--- src/rtl/cec_sft_pkg.sv ---
package cec_sft_pkg;

    localparam int SEL_W = 3;
    localparam int CNT_W = 4;
    localparam logic [CNT_W-1:0] CNT_MAX = {CNT_W{1'b1}};

    // default thresholds, in half-bit ticks
    localparam logic [CNT_W-1:0] DEF_RETRY_TICKS   = CNT_W'(5);
    localparam logic [CNT_W-1:0] DEF_NEWINIT_TICKS = CNT_W'(9);
    localparam logic [CNT_W-1:0] DEF_SAME_TICKS    = CNT_W'(13);

    typedef struct packed {
        logic retry;
        logic new_init;
    } sft_ctx_t;

    typedef enum logic [1:0] {
        ST_IDLE  = 2'd0,
        ST_COUNT = 2'd1,
        ST_GRANT = 2'd2
    } sft_state_t;

    function automatic logic [CNT_W-1:0] sft_threshold(
        input logic [SEL_W-1:0] sel,
        input sft_ctx_t         ctx
    );
        logic [CNT_W-1:0] r;
        if (sel != '0) begin
            r = CNT_W'({1'b0, sel, 1'b0} - 1);
        end else if (ctx.retry) begin
            r = DEF_RETRY_TICKS;
        end else if (ctx.new_init) begin
            r = DEF_NEWINIT_TICKS;
        end else begin
            r = DEF_SAME_TICKS;
        end
        return r;
    endfunction

endpackage

--- src/rtl/sft_threshold_sel.sv ---
module sft_threshold_sel
    import cec_sft_pkg::*;
(
    input  logic [SEL_W-1:0] sel,
    input  sft_ctx_t         ctx,
    input  logic [CNT_W-1:0] count,
    output logic             reached
);
    logic [CNT_W-1:0] thr;

    always_comb begin
        thr     = sft_threshold(sel, ctx);
        reached = (count >= thr);
    end
endmodule

--- src/rtl/sft_idle_counter.sv ---
module sft_idle_counter
    import cec_sft_pkg::*;
(
    input  logic             clk,
    input  logic             rst,
    input  logic             clear,
    input  logic             run,
    input  logic             tick,
    output logic [CNT_W-1:0] count
);
    always_ff @(posedge clk) begin
        if (rst || clear) begin
            count <= '0;
        end else if (run && tick && (count != CNT_MAX)) begin
            count <= count + 1'b1;
        end
    end
endmodule

--- src/rtl/sft_ctrl.sv ---
module sft_ctrl
    import cec_sft_pkg::*;
(
    input  logic clk,
    input  logic rst,
    input  logic auto_start,
    input  logic req,
    input  logic frame_end,
    input  logic line_idle,
    input  logic reached,
    input  logic frame_started,
    output logic cnt_clear,
    output logic cnt_run,
    output logic grant
);
    sft_state_t state, state_nx;
    logic       restart;

    always_comb begin
        restart   = auto_start && frame_end;
        state_nx  = state;
        cnt_clear = 1'b0;
        cnt_run   = 1'b0;
        unique case (state)
            ST_IDLE: begin
                cnt_clear = 1'b1;
                if ((!auto_start && req) || restart) begin
                    state_nx = ST_COUNT;
                end
            end
            ST_COUNT: begin
                cnt_run   = 1'b1;
                cnt_clear = !line_idle || restart;
                if (!auto_start && !req) begin
                    state_nx = ST_IDLE;
                end else if (req && line_idle && reached && !restart) begin
                    state_nx = ST_GRANT;
                end
            end
            ST_GRANT: begin
                if (frame_started || !req) begin
                    state_nx = (auto_start && !frame_started) ? ST_COUNT : ST_IDLE;
                end
            end
            default: state_nx = ST_IDLE;
        endcase
    end

    always_ff @(posedge clk) begin
        if (rst) begin
            state <= ST_IDLE;
        end else begin
            state <= state_nx;
        end
    end

    assign grant = (state == ST_GRANT);
endmodule

--- src/rtl/cec_free_time_timer.sv ---
module cec_free_time_timer
    import cec_sft_pkg::*;
(
    input  logic             clk,
    input  logic             rst,
    input  logic [SEL_W-1:0] free_sel,
    input  logic             auto_start,
    input  logic             half_tick,
    input  logic             sw_start_req,
    input  logic             tx_end,
    input  logic             rx_end,
    input  logic             line_idle,
    input  logic             ctx_retry,
    input  logic             ctx_new_init,
    input  logic             frame_started,
    output logic             grant
);
    sft_ctx_t         ctx;
    logic [CNT_W-1:0] count;
    logic             reached;
    logic             cnt_clear;
    logic             cnt_run;

    assign ctx = '{retry: ctx_retry, new_init: ctx_new_init};

    sft_threshold_sel u_thr (
        .sel     (free_sel),
        .ctx     (ctx),
        .count   (count),
        .reached (reached)
    );

    sft_idle_counter u_cnt (
        .clk   (clk),
        .rst   (rst),
        .clear (cnt_clear),
        .run   (cnt_run),
        .tick  (half_tick),
        .count (count)
    );

    sft_ctrl u_ctrl (
        .clk           (clk),
        .rst           (rst),
        .auto_start    (auto_start),
        .req           (sw_start_req),
        .frame_end     (tx_end || rx_end),
        .line_idle     (line_idle),
        .reached       (reached),
        .frame_started (frame_started),
        .cnt_clear     (cnt_clear),
        .cnt_run       (cnt_run),
        .grant         (grant)
    );
endmodule

--- config.mk ---
export PLATFORM = sky130hd
export DESIGN_NAME = cec_free_time_timer
export DESIGN_NICKNAME = d
export VERILOG_FILES = /design/src/rtl/cec_sft_pkg.sv /design/src/rtl/sft_threshold_sel.sv /design/src/rtl/sft_idle_counter.sv /design/src/rtl/sft_ctrl.sv /design/src/rtl/cec_free_time_timer.sv
export SDC_FILE = /design/constraint.sdc
export NUM_CORES = 1
export LEC_CHECK = 0
export ABC_AREA = 1
export ABC_CLOCK_PERIOD_IN_PS = 4260
export BUFFER_PORTS_ARGS = -buffer_cell sky130_fd_sc_hd__buf_2
export CAP_MARGIN = 20
export CORE_AREA = 2 2 39 41
export CTS_CLUSTER_DIAMETER = 40
export DETAILED_ROUTE_END_ITERATION = 6
export DIE_AREA = 0 0 41 43
export PLACE_DENSITY = 0.72
export SYNTH_ARGS = -nofsm -noshare
export SYNTH_HDL_FRONTEND = slang
export SYNTH_HIERARCHICAL = 1
export SYNTH_SLANG_ARGS = --single-unit
export TNS_END_PERCENT = 50
--- constraint.sdc ---
create_clock -name clk -period 4.26 [get_ports clk]
set_clock_uncertainty 0.2 [all_clocks]
set_input_delay 0.639 -clock clk [delete_from_list [all_inputs] [get_ports clk]]
set_output_delay 0.639 -clock clk [all_outputs]
set_load 0.05 [all_outputs]
==> flow_metrics.py, run 1 <==
metrics = {
    "clocking": {
        "cts_resized": 0,
        "cts_sinks": 6,
        "cts-root-buf": "clkbuf_4",
        "clock_latency_ns": 0.24,
        "path_clk_slew_ns": 0.04,
        "cts_buffer_depth": 2,
        "post_cts_buffers": 0,
        "cts_made_buffers": 3,
        "ctsHtreeMaxLevel": 1,
        "hold_buffers": 0,
        "cts_tree": "done",
    },
    "detailed_routing": {
        "m1WireLength_um": 465,
        "drt-pass1-iter-count": 6,
        "vias": 570,
        "routedWlPerCell_um": 8.50,
        "ant_nets": 0,
        "vias_per_cell": 4.75,
        "wl_met3_um": 69,
        "drt_iter0_markers": 13,
        "drc": 0,
        "routed.top_layer": "met3",
        "routed_wl_um": 1020,
        "wl_met2_um": 485,
    },
    "finish": {
        "nets": 126,
        "final_cell_mix": "nand2_1 (17), nor2_1 (16), inv_1 (14), buf_2 (14)",
        "drive_gt1_frac": 0.298,
        "syn2layout_area_growth_pct": 21.0,
        "diodes": 0,
        "instances_no_fill": 120,
        "nFillCells": 140,
        "mostFrequentLayoutCell": "nand2_1",
    },
    "floorplanning": {
        "rows": 14,
        "die_y_um": 43,
        "fp.dieW_um": 41,
        "initial_core_util": 0.387,
        "io_pins": 15,
        "dieArea_um2": 1760,
        "coreArea_um2": 1380,
    },
    "timing": {
        "setup_tns_ns": 0,
        "rsz0062_at_grt": "no",
        "slew_headroom": 0.836,
        "slew_violations": 0,
        "hold_viol": 0,
        "timing.fmax_ghz": 0.437,
        "setup_viol": 0,
        "tightest_slew_ns": 0.248,
        "period_share": 0.537,
        "period_needed_ns": 2.29,
    },
    "power_and_ir_drop": {
        "peakVddDrop_uv": 134,
        "p_int_mw": 0.119,
        "switching_share": 0.356,
        "pwr-share-clk": 0.277,
        "p_leak_nw": 0.358,
        "p_comb_frac": 0.356,
        "p_switching_mw": 0.0655,
        "seq_power_share": 0.367,
        "p_per_area_nw_per_um2": 284,
    },
    "global_route": {
        "first_global_vias": 461,
        "antenna_found_initial": 0,
        "grt.overflow.total": 0,
        "grt_max_degree": 7,
        "track_usage": 0.135,
        "grt_pass1_wl_um": 1620,
    },
    "placed_design": {
        "place_congestion": 0.717,
        "dp_cells": 117,
        "port_buffers": 14,
        "dp_hpwl_um": 851,
    },
    "synth": {
        "yosysSeqAreaShare": 0.224,
        "ys_types": 19,
        "syn_avg_cell_area_um2": 6.16,
        "syn_inst": 87,
        "yosys.area_share.simple": 0.383,
        "synth_xor_area_frac": 0,
        "synth_fp_nets": 107,
        "synth-seq-cells": 6,
        "yosysWarnings": 6,
        "synth_compound_area_frac": 0.119,
        "synth_top_family_by_area": "simple AND/OR/NAND/NOR gates",
        "yosys.area.top_type": "dfxtp_1",
        "synth_top_area_share": 0.224,
        "synth_area_um2": 536,
        "synthMuxAreaShare": 0,
        "ys_top_cells_by_area": "dfxtp_1 (22%), ha_1 (14%), nand2_1 (12%)",
        "synth_fa_ha_area_frac": 0.140,
    },
    "outcome": {
        "status": "completed",
    },
    "setup_path": {
        "worstSetupPathType": "primary input to flop",
        "timing.rr.start": "u_cnt/count[2]",
        "crit_required_ns": 4.20,
        "path_cells": "buf_2, inv_1, ha_1, ha_1, or2_1, ha_1, nand2_1, nand2_1, nand2_1, nand2_1, nand4_1, nand2_2, o21ai_2, nand2_1, inv_1",
        "path_max_fanout": 5,
        "critPathCaptureType": "flop",
        "arrival_ns": 2.22,
        "crit_buf_inv": 3,
        "critical-path-slowest-cell": "ha_1",
        "critPathTopFamily": "simple AND/OR/NAND/NOR gates",
        "cp-startpoint": "free_sel[0]",
        "slowest_delay_ns": 0.27,
        "crit_path_start_kind": "primary input",
        "cpMostUsedCell": "nand2_1",
    },
    "flow_run": {
        "drv_cap": 0,
    },
    "worst_hold_path": {
        "min-delay-start": "u_cnt/count[3]",
        "min_path_type": "flop to flop",
    },
}
==> cell families (layout without fill, tap and decap cells) <==
logic type | after synthesis | count (layout)
fa+ha+maj | 6 | 6
compound gates | 11 | 11
flops | 6 | 6
buf+inv | 19 | 36
simple gates | 45 | 45
==> final cells by class <==
cell class	count	area, um2	share of cell area
multi-input combinational	62	344	0.531
sequential	6	120	0.185
tap	16	20.0	0.0309
inverter	19	71.3	0.110
clock buffer	3	22.5	0.0347
timing repair buffer	14	70.1	0.108
==> power by group through the flow <==
stage               Clock [mW]  Sequential (mW)  Combinational [mW]
floorplan                    0           0.0667              0.0508
global placement             0           0.0686              0.0638
detailed placement           0           0.0685              0.0658
CTS                     0.0535           0.0674              0.0663
global route            0.0564           0.0683              0.0747
finish                  0.0510           0.0675              0.0656
==> worst reg2reg max path, delay by kind of cell, from the launching register on <==
kind,cells,cell delay [ns]
DFF,1,0.36
adders and majority gates,1,0.30
and+or+nand+nor,6,0.41
buffers and inverters,2,0.07
AOI/OAI and AO/OA,1,0.05
==> state kept, by name, indices dropped and copies added (netlist names) <==
signal        flops
u_ctrl/state      2
u_cnt/count       4
==> path summary, 6_finish.rpt <==
path | slack, ns | depth (start not counted) | endpoint
worst max-delay path | 1.97 | 15 | u_ctrl/state[0]
worst min-delay path | 0.34 | 2 | u_cnt/count[3]
worst max register to register | 2.77 | 10 | u_ctrl/state[0]
worst min register to register | 0.34 | 2 | u_cnt/count[3]
==> per-stage QoR <==
step	setup WS (ns)	total power [mW]	cell area, um2	hold WS (ns)	util
floorplan	1.93	0.118	536	0.306	-
global placement	1.76	0.132	626	0.334	0.452
detailed placement	1.71	0.134	626	0.334	0.452
CTS	1.95	0.187	648	0.340	0.468
global route	1.83	0.199	648	0.367	0.468
finish	1.97	0.184	648	0.338	0.468
==> cell usage after synthesis <==
library cell	count
nand3_1	2
nand2_2	3
nor2_2	2
nand2_1	17
nand2_4	1
nor2_1	16
a21oi_1	3
a21oi_2	1
o21ai_1	3
inv_1	14
nand4_1	2
nand3_2	1
ha_1	6
o21ai_2	1
inv_2	5
or2_1	1
o21ai_0	2
dfxtp_1	6
a31oi_1	1
==> layer usage <==
metal,vias up,track usage
met5,-,0
met1,241,0.145
li1,310,-
met4,0,0.0600
met2,19,0.222
met3,0,0.0471
(Power assumes the default switching activity.)
==> run 2: changes to the inputs <==
ABC_AREA = 0   (was 1)
ABC_CLOCK_PERIOD_IN_PS = 2330   (was 4260)
PLACE_DENSITY = 0.71   (was 0.72)
clock period = 2.33 ns   (was 4.26 ns; I/O delays follow)
==> flow_metrics.py, run 2 <==
metrics = {
    "timing": {
        "rsz0062_at_grt": "no",
        "period_share": 0.913,
        "period_needed_ns": 2.13,
        "slew_headroom": 0.802,
        "slew_violations": 0,
        "holdWs_ns": 0.147,
        "hold_viol": 0,
        "setup_viol": 0,
        "tightest_slew_ns": 0.296,
        "timing.fmax_ghz": 0.470,
    },
    "synth": {
        "synth_area_um2": 526,
        "synth-seq-cells": 6,
        "yosysSeqAreaShare": 0.229,
        "synth-edff-count": 0,
        "synthArstFlopShare": 0,
        "syn_avg_cell_area_um2": 8.48,
        "yosysWarnings": 6,
        "synth_ff_type": "dfxtp_1",
        "ys_top_cells_by_area": "dfxtp_1 (23%), ha_1 (14%), a21oi_1 (5.7%)",
        "yosys.area.top_type": "dfxtp_1",
        "synth_fp_nets": 82,
        "ys_types": 32,
        "syn_inst": 62,
        "synth_commonest_cells": "a21oi_1 (6), dfxtp_1 (6), ha_1 (6)",
        "synth_top_area_share": 0.229,
    },
    "flow_run": {
        "drv_cap": 0,
    },
    "power_and_ir_drop": {
        "peakVddDrop_uv": 226,
        "p_leak_nw": 0.284,
        "p_per_area_nw_per_um2": 463,
    },
    "floorplanning": {
        "io_pins": 15,
        "rows": 14,
        "initial_core_util": 0.380,
        "fp.dieW_um": 41,
        "coreArea_um2": 1380,
        "dieArea_um2": 1760,
        "die_y_um": 43,
    },
    "finish": {
        "largestRegisters": "u_cnt/count (4), u_ctrl/state (2)",
        "mostFrequentLayoutCell": "buf_2",
        "nFillCells": 151,
        "drive_gt1_frac": 0.329,
        "nets": 101,
        "syn2layout_area_growth_pct": 21.4,
        "largest_reg_flops": 4,
        "final_cell_mix": "buf_2 (14), a21oi_1 (6), ha_1 (6), dfxtp_1 (6)",
        "diodes": 0,
        "largest-register": "u_cnt/count",
        "finish.utilization": 0.461,
    },
    "clocking": {
        "cts_resized": 0,
        "cts_made_buffers": 3,
        "cts_tree": "done",
        "hold_buffers": 0,
        "path_clk_slew_ns": 0.05,
        "post_cts_buffers": 0,
        "cts_sinks": 6,
        "clock_latency_ns": 0.25,
        "cts-root-buf": "clkbuf_4",
        "ctsHtreeMaxLevel": 1,
        "cts_buffer_depth": 2,
    },
    "setup_path": {
        "reg2reg_slack_ns": 0.73,
        "crit_required_ns": 2.26,
        "reg2regPathDepth": 6,
        "path_max_fanout": 4,
        "crit_path_start_kind": "primary input",
        "worstSetupPathType": "primary input to flop",
        "critPathCaptureType": "flop",
        "arrival_ns": 2.05,
    },
    "global_route": {
        "first_global_vias": 408,
        "grt_pass1_wl_um": 1580,
        "grt_max_degree": 8,
        "track_usage": 0.139,
        "grt.overflow.total": 0,
        "antenna_found_initial": 0,
    },
    "detailed_routing": {
        "ant_nets": 0,
        "vias_per_cell": 5.04,
        "drt-pass1-iter-count": 3,
        "vias": 479,
        "drc": 0,
        "routed_wl_um": 984,
        "routedWlPerCell_um": 10.4,
        "drt_iter0_markers": 7,
    },
    "outcome": {
        "status": "completed",
    },
    "worst_hold_path": {
        "hold_depth": 2,
        "min_path_type": "primary input to flop",
    },
    "placed_design": {
        "dp_hpwl_um": 802,
        "port_buffers": 14,
        "place_congestion": 0.758,
    },
}
## run 2: stage by stage
step                worst slack, ns  area (um2)  TNS, ns  total power [mW]  instances
finish                        0.203         638        0             0.295         95
global route                 0.0398         638        0             0.321         95
CTS                           0.201         638        0             0.303         95
detailed placement          -0.0677         616  -0.0921             0.201         92
global placement            -0.0284         616  -0.0335             0.199         92
floorplan                     0.158         526        0             0.176         62
## run 2: area by class of cell
cell class / count / area [um2] / area share
multi-input cells: 52 / 390 / 0.612
flip-flops and latches: 6 / 120 / 0.188
repair buffers: 14 / 70.1 / 0.110
clock buffers: 3 / 22.5 / 0.0353
well taps: 16 / 20.0 / 0.0314
inverters: 4 / 15.0 / 0.0235
## run 2: report_power, final
| part | internal [mW] | leakage, nW | switching (mW) |
|---|---|---|---|
| Clock | 0.0583 | 0.0138 | 0.0383 |
| Sequential | 0.108 | 0.0487 | 0.00892 |
| Combinational | 0.0406 | 0.221 | 0.0410 |
## run 2: metal layers
layer,routed length (um),track usage,share of wire
met1,497,0.180,0.51
met4,0,0.120,0
met3,36,0.0471,0.037
met5,0,0,0
met2,449,0.172,0.46
## run 2: worst paths after layout
path	from	to
min	rst	u_cnt/count[3]
min reg2reg	u_cnt/count[0]	u_cnt/count[0]
max	free_sel[0]	u_ctrl/state[0]
max reg2reg	u_cnt/count[3]	u_ctrl/state[1]
## run 2: logic make-up after synthesis
logic type	Yosys count	share of synthesized area
flops	6	0.229
mux	2	0.0476
buf+inv	4	0.0286
simple gates	26	0.319
fa+ha+maj	6	0.143
compound gates	18	0.233
## run 2: worst max-delay path: stages
cell,delay (ns)
buf_2,0.08
inv_1,0.03
ha_1,0.18
ha_1,0.22
mux2_4,0.30
ha_1,0.29
nand2_1,0.05
o21ai_0,0.17
nand4_1,0.14
a21oi_1,0.18
nor3_2,0.06
==> run 3: changes to the inputs <==
PLACE_DENSITY = 0.62   (was 0.71)
==> flow_metrics.py, run 3 (synthesis results as in run 2) <==
metrics = {
    "outcome": {
        "status": "completed",
    },
    "global_route": {
        "grt_max_degree": 8,
        "track_usage": 0.147,
        "first_global_vias": 446,
        "grt_pass1_wl_um": 1770,
        "grt.overflow.total": 0,
        "antenna_found_initial": 0,
    },
    "floorplanning": {
        "dieArea_um2": 1760,
        "initial_core_util": 0.380,
        "fp.dieW_um": 41,
        "io_pins": 15,
        "die_y_um": 43,
        "rows": 14,
        "coreArea_um2": 1380,
    },
    "timing": {
        "setup_tns_ns": 0,
        "slew_headroom": 0.798,
        "setup_viol": 0,
        "setup_ws_ns": 0.211,
        "period_needed_ns": 2.12,
        "slew_violations": 0,
        "tightest_slew_ns": 0.302,
        "hold_viol": 0,
        "period_share": 0.910,
        "timing.fmax_ghz": 0.472,
        "rsz0062_at_grt": "no",
    },
    "finish": {
        "nets": 102,
        "diodes": 0,
        "largestRegisters": "u_cnt/count (4), u_ctrl/state (2)",
        "mostFrequentLayoutCell": "buf_2",
        "largest-register": "u_cnt/count",
        "finish.utilization": 0.467,
        "multi_input_area_um2": 390,
        "syn2layout_area_growth_pct": 22.9,
        "finish.instance_area_um2": 646,
        "seqCellArea_um2": 120,
        "largest_reg_flops": 4,
        "final_cell_mix": "buf_2 (14), a21oi_1 (6), ha_1 (6), dfxtp_1 (6)",
        "nFillCells": 146,
        "drive_gt1_frac": 0.338,
    },
    "clocking": {
        "hold_buffers": 0,
        "clock_latency_ns": 0.24,
        "cts_buffer_depth": 2,
        "cts_made_buffers": 3,
        "ctsHtreeMaxLevel": 1,
        "cts_tree": "done",
        "path_clk_slew_ns": 0.05,
        "cts_sinks": 6,
        "cts-root-buf": "clkbuf_4",
        "post_cts_buffers": 0,
        "cts_resized": 0,
    },
    "worst_hold_path": {
        "min_path_type": "primary input to flop",
        "min-delay-start": "rst",
        "hold_depth": 2,
        "hold_end": "u_cnt/count[3]",
    },
    "placed_design": {
        "place_congestion": 0.772,
        "pre_cts_ws_ns": -0.0417,
        "dp_hpwl_um": 831,
        "place_area_um2": 623,
        "port_buffers": 14,
    },
    "setup_path": {
        "reg2reg_slack_ns": 0.72,
        "r2r_end": "u_ctrl/state[1]",
        "worstSetupPathType": "primary input to flop",
        "timing.rr.start": "u_cnt/count[3]",
        "crit_path_start_kind": "primary input",
        "arrival_ns": 2.04,
        "crit_required_ns": 2.25,
        "reg2regPathDepth": 6,
        "critPathCaptureType": "flop",
        "path_max_fanout": 2,
    },
    "detailed_routing": {
        "routedWlPerCell_um": 10.8,
        "routed_wl_um": 1040,
        "vias": 509,
        "drt_iter0_markers": 7,
        "drc": 0,
        "drt-pass1-iter-count": 4,
        "ant_nets": 0,
        "vias_per_cell": 5.30,
    },
    "flow_run": {
        "drv_cap": 0,
    },
    "power_and_ir_drop": {
        "p_per_area_nw_per_um2": 457,
        "total_power_mw": 0.295,
        "p_leak_nw": 0.289,
        "peakVddDrop_uv": 140,
    },
}
[run 3: layout make-up]
class,instances,area share
Clock buffer,3,0.0349
Inverter,4,0.0233
Multi-Input combinational cell,52,0.605
Sequential cell,6,0.186
Tap cell,16,0.0310
Timing Repair Buffer,15,0.120
[run 3: critical path, stage by stage]
cell,delay (ns)
buf_2,0.08
inv_1,0.03
ha_1,0.19
ha_1,0.26
mux2_4,0.26
ha_1,0.29
nand2_1,0.05
o21ai_0,0.14
nand4_1,0.14
a21oi_1,0.18
nor3_2,0.06
[run 3: worst max-delay path by stage]
stage / from / to / slack, ns / cells after the start
after detailed placement: free_sel[0] / u_ctrl/state[0] / -0.04 / 11
after global routing: free_sel[0] / u_ctrl/state[0] / 0.08 / 11
after global placement: free_sel[0] / u_ctrl/state[0] / 0.002 / 11
after floorplan: free_sel[0] / u_ctrl/state[0] / 0.16 / 10
after CTS: free_sel[0] / u_ctrl/state[0] / 0.22 / 11
final: free_sel[0] / u_ctrl/state[0] / 0.21 / 11
[run 3: through the flow]
stage / std cells / hold WS (ns)
3_5_place_dp: 93 / 0.343
4_1_cts: 96 / 0.149
3_3_place_gp: 93 / 0.334
2_1_floorplan: 62 / 0.219
5_1_grt: 96 / 0.163
6_report: 96 / 0.154
[run 3: power breakdown]
part	switching (mW)	leakage, nW	internal (mW)	total [mW]
clock network	0.0367	0.0138	0.0582	0.0949
logic	0.0410	0.227	0.0414	0.0824
registers	0.00983	0.0487	0.108	0.118
[run 3: per-layer routing]
layer,global-route usage,share of wire,vias up
met5,0,0,-
met4,0.100,0.018,0
met3,0.0157,0.017,2
met2,0.228,0.51,7
met1,0.179,0.46,229
li1,-,-,271
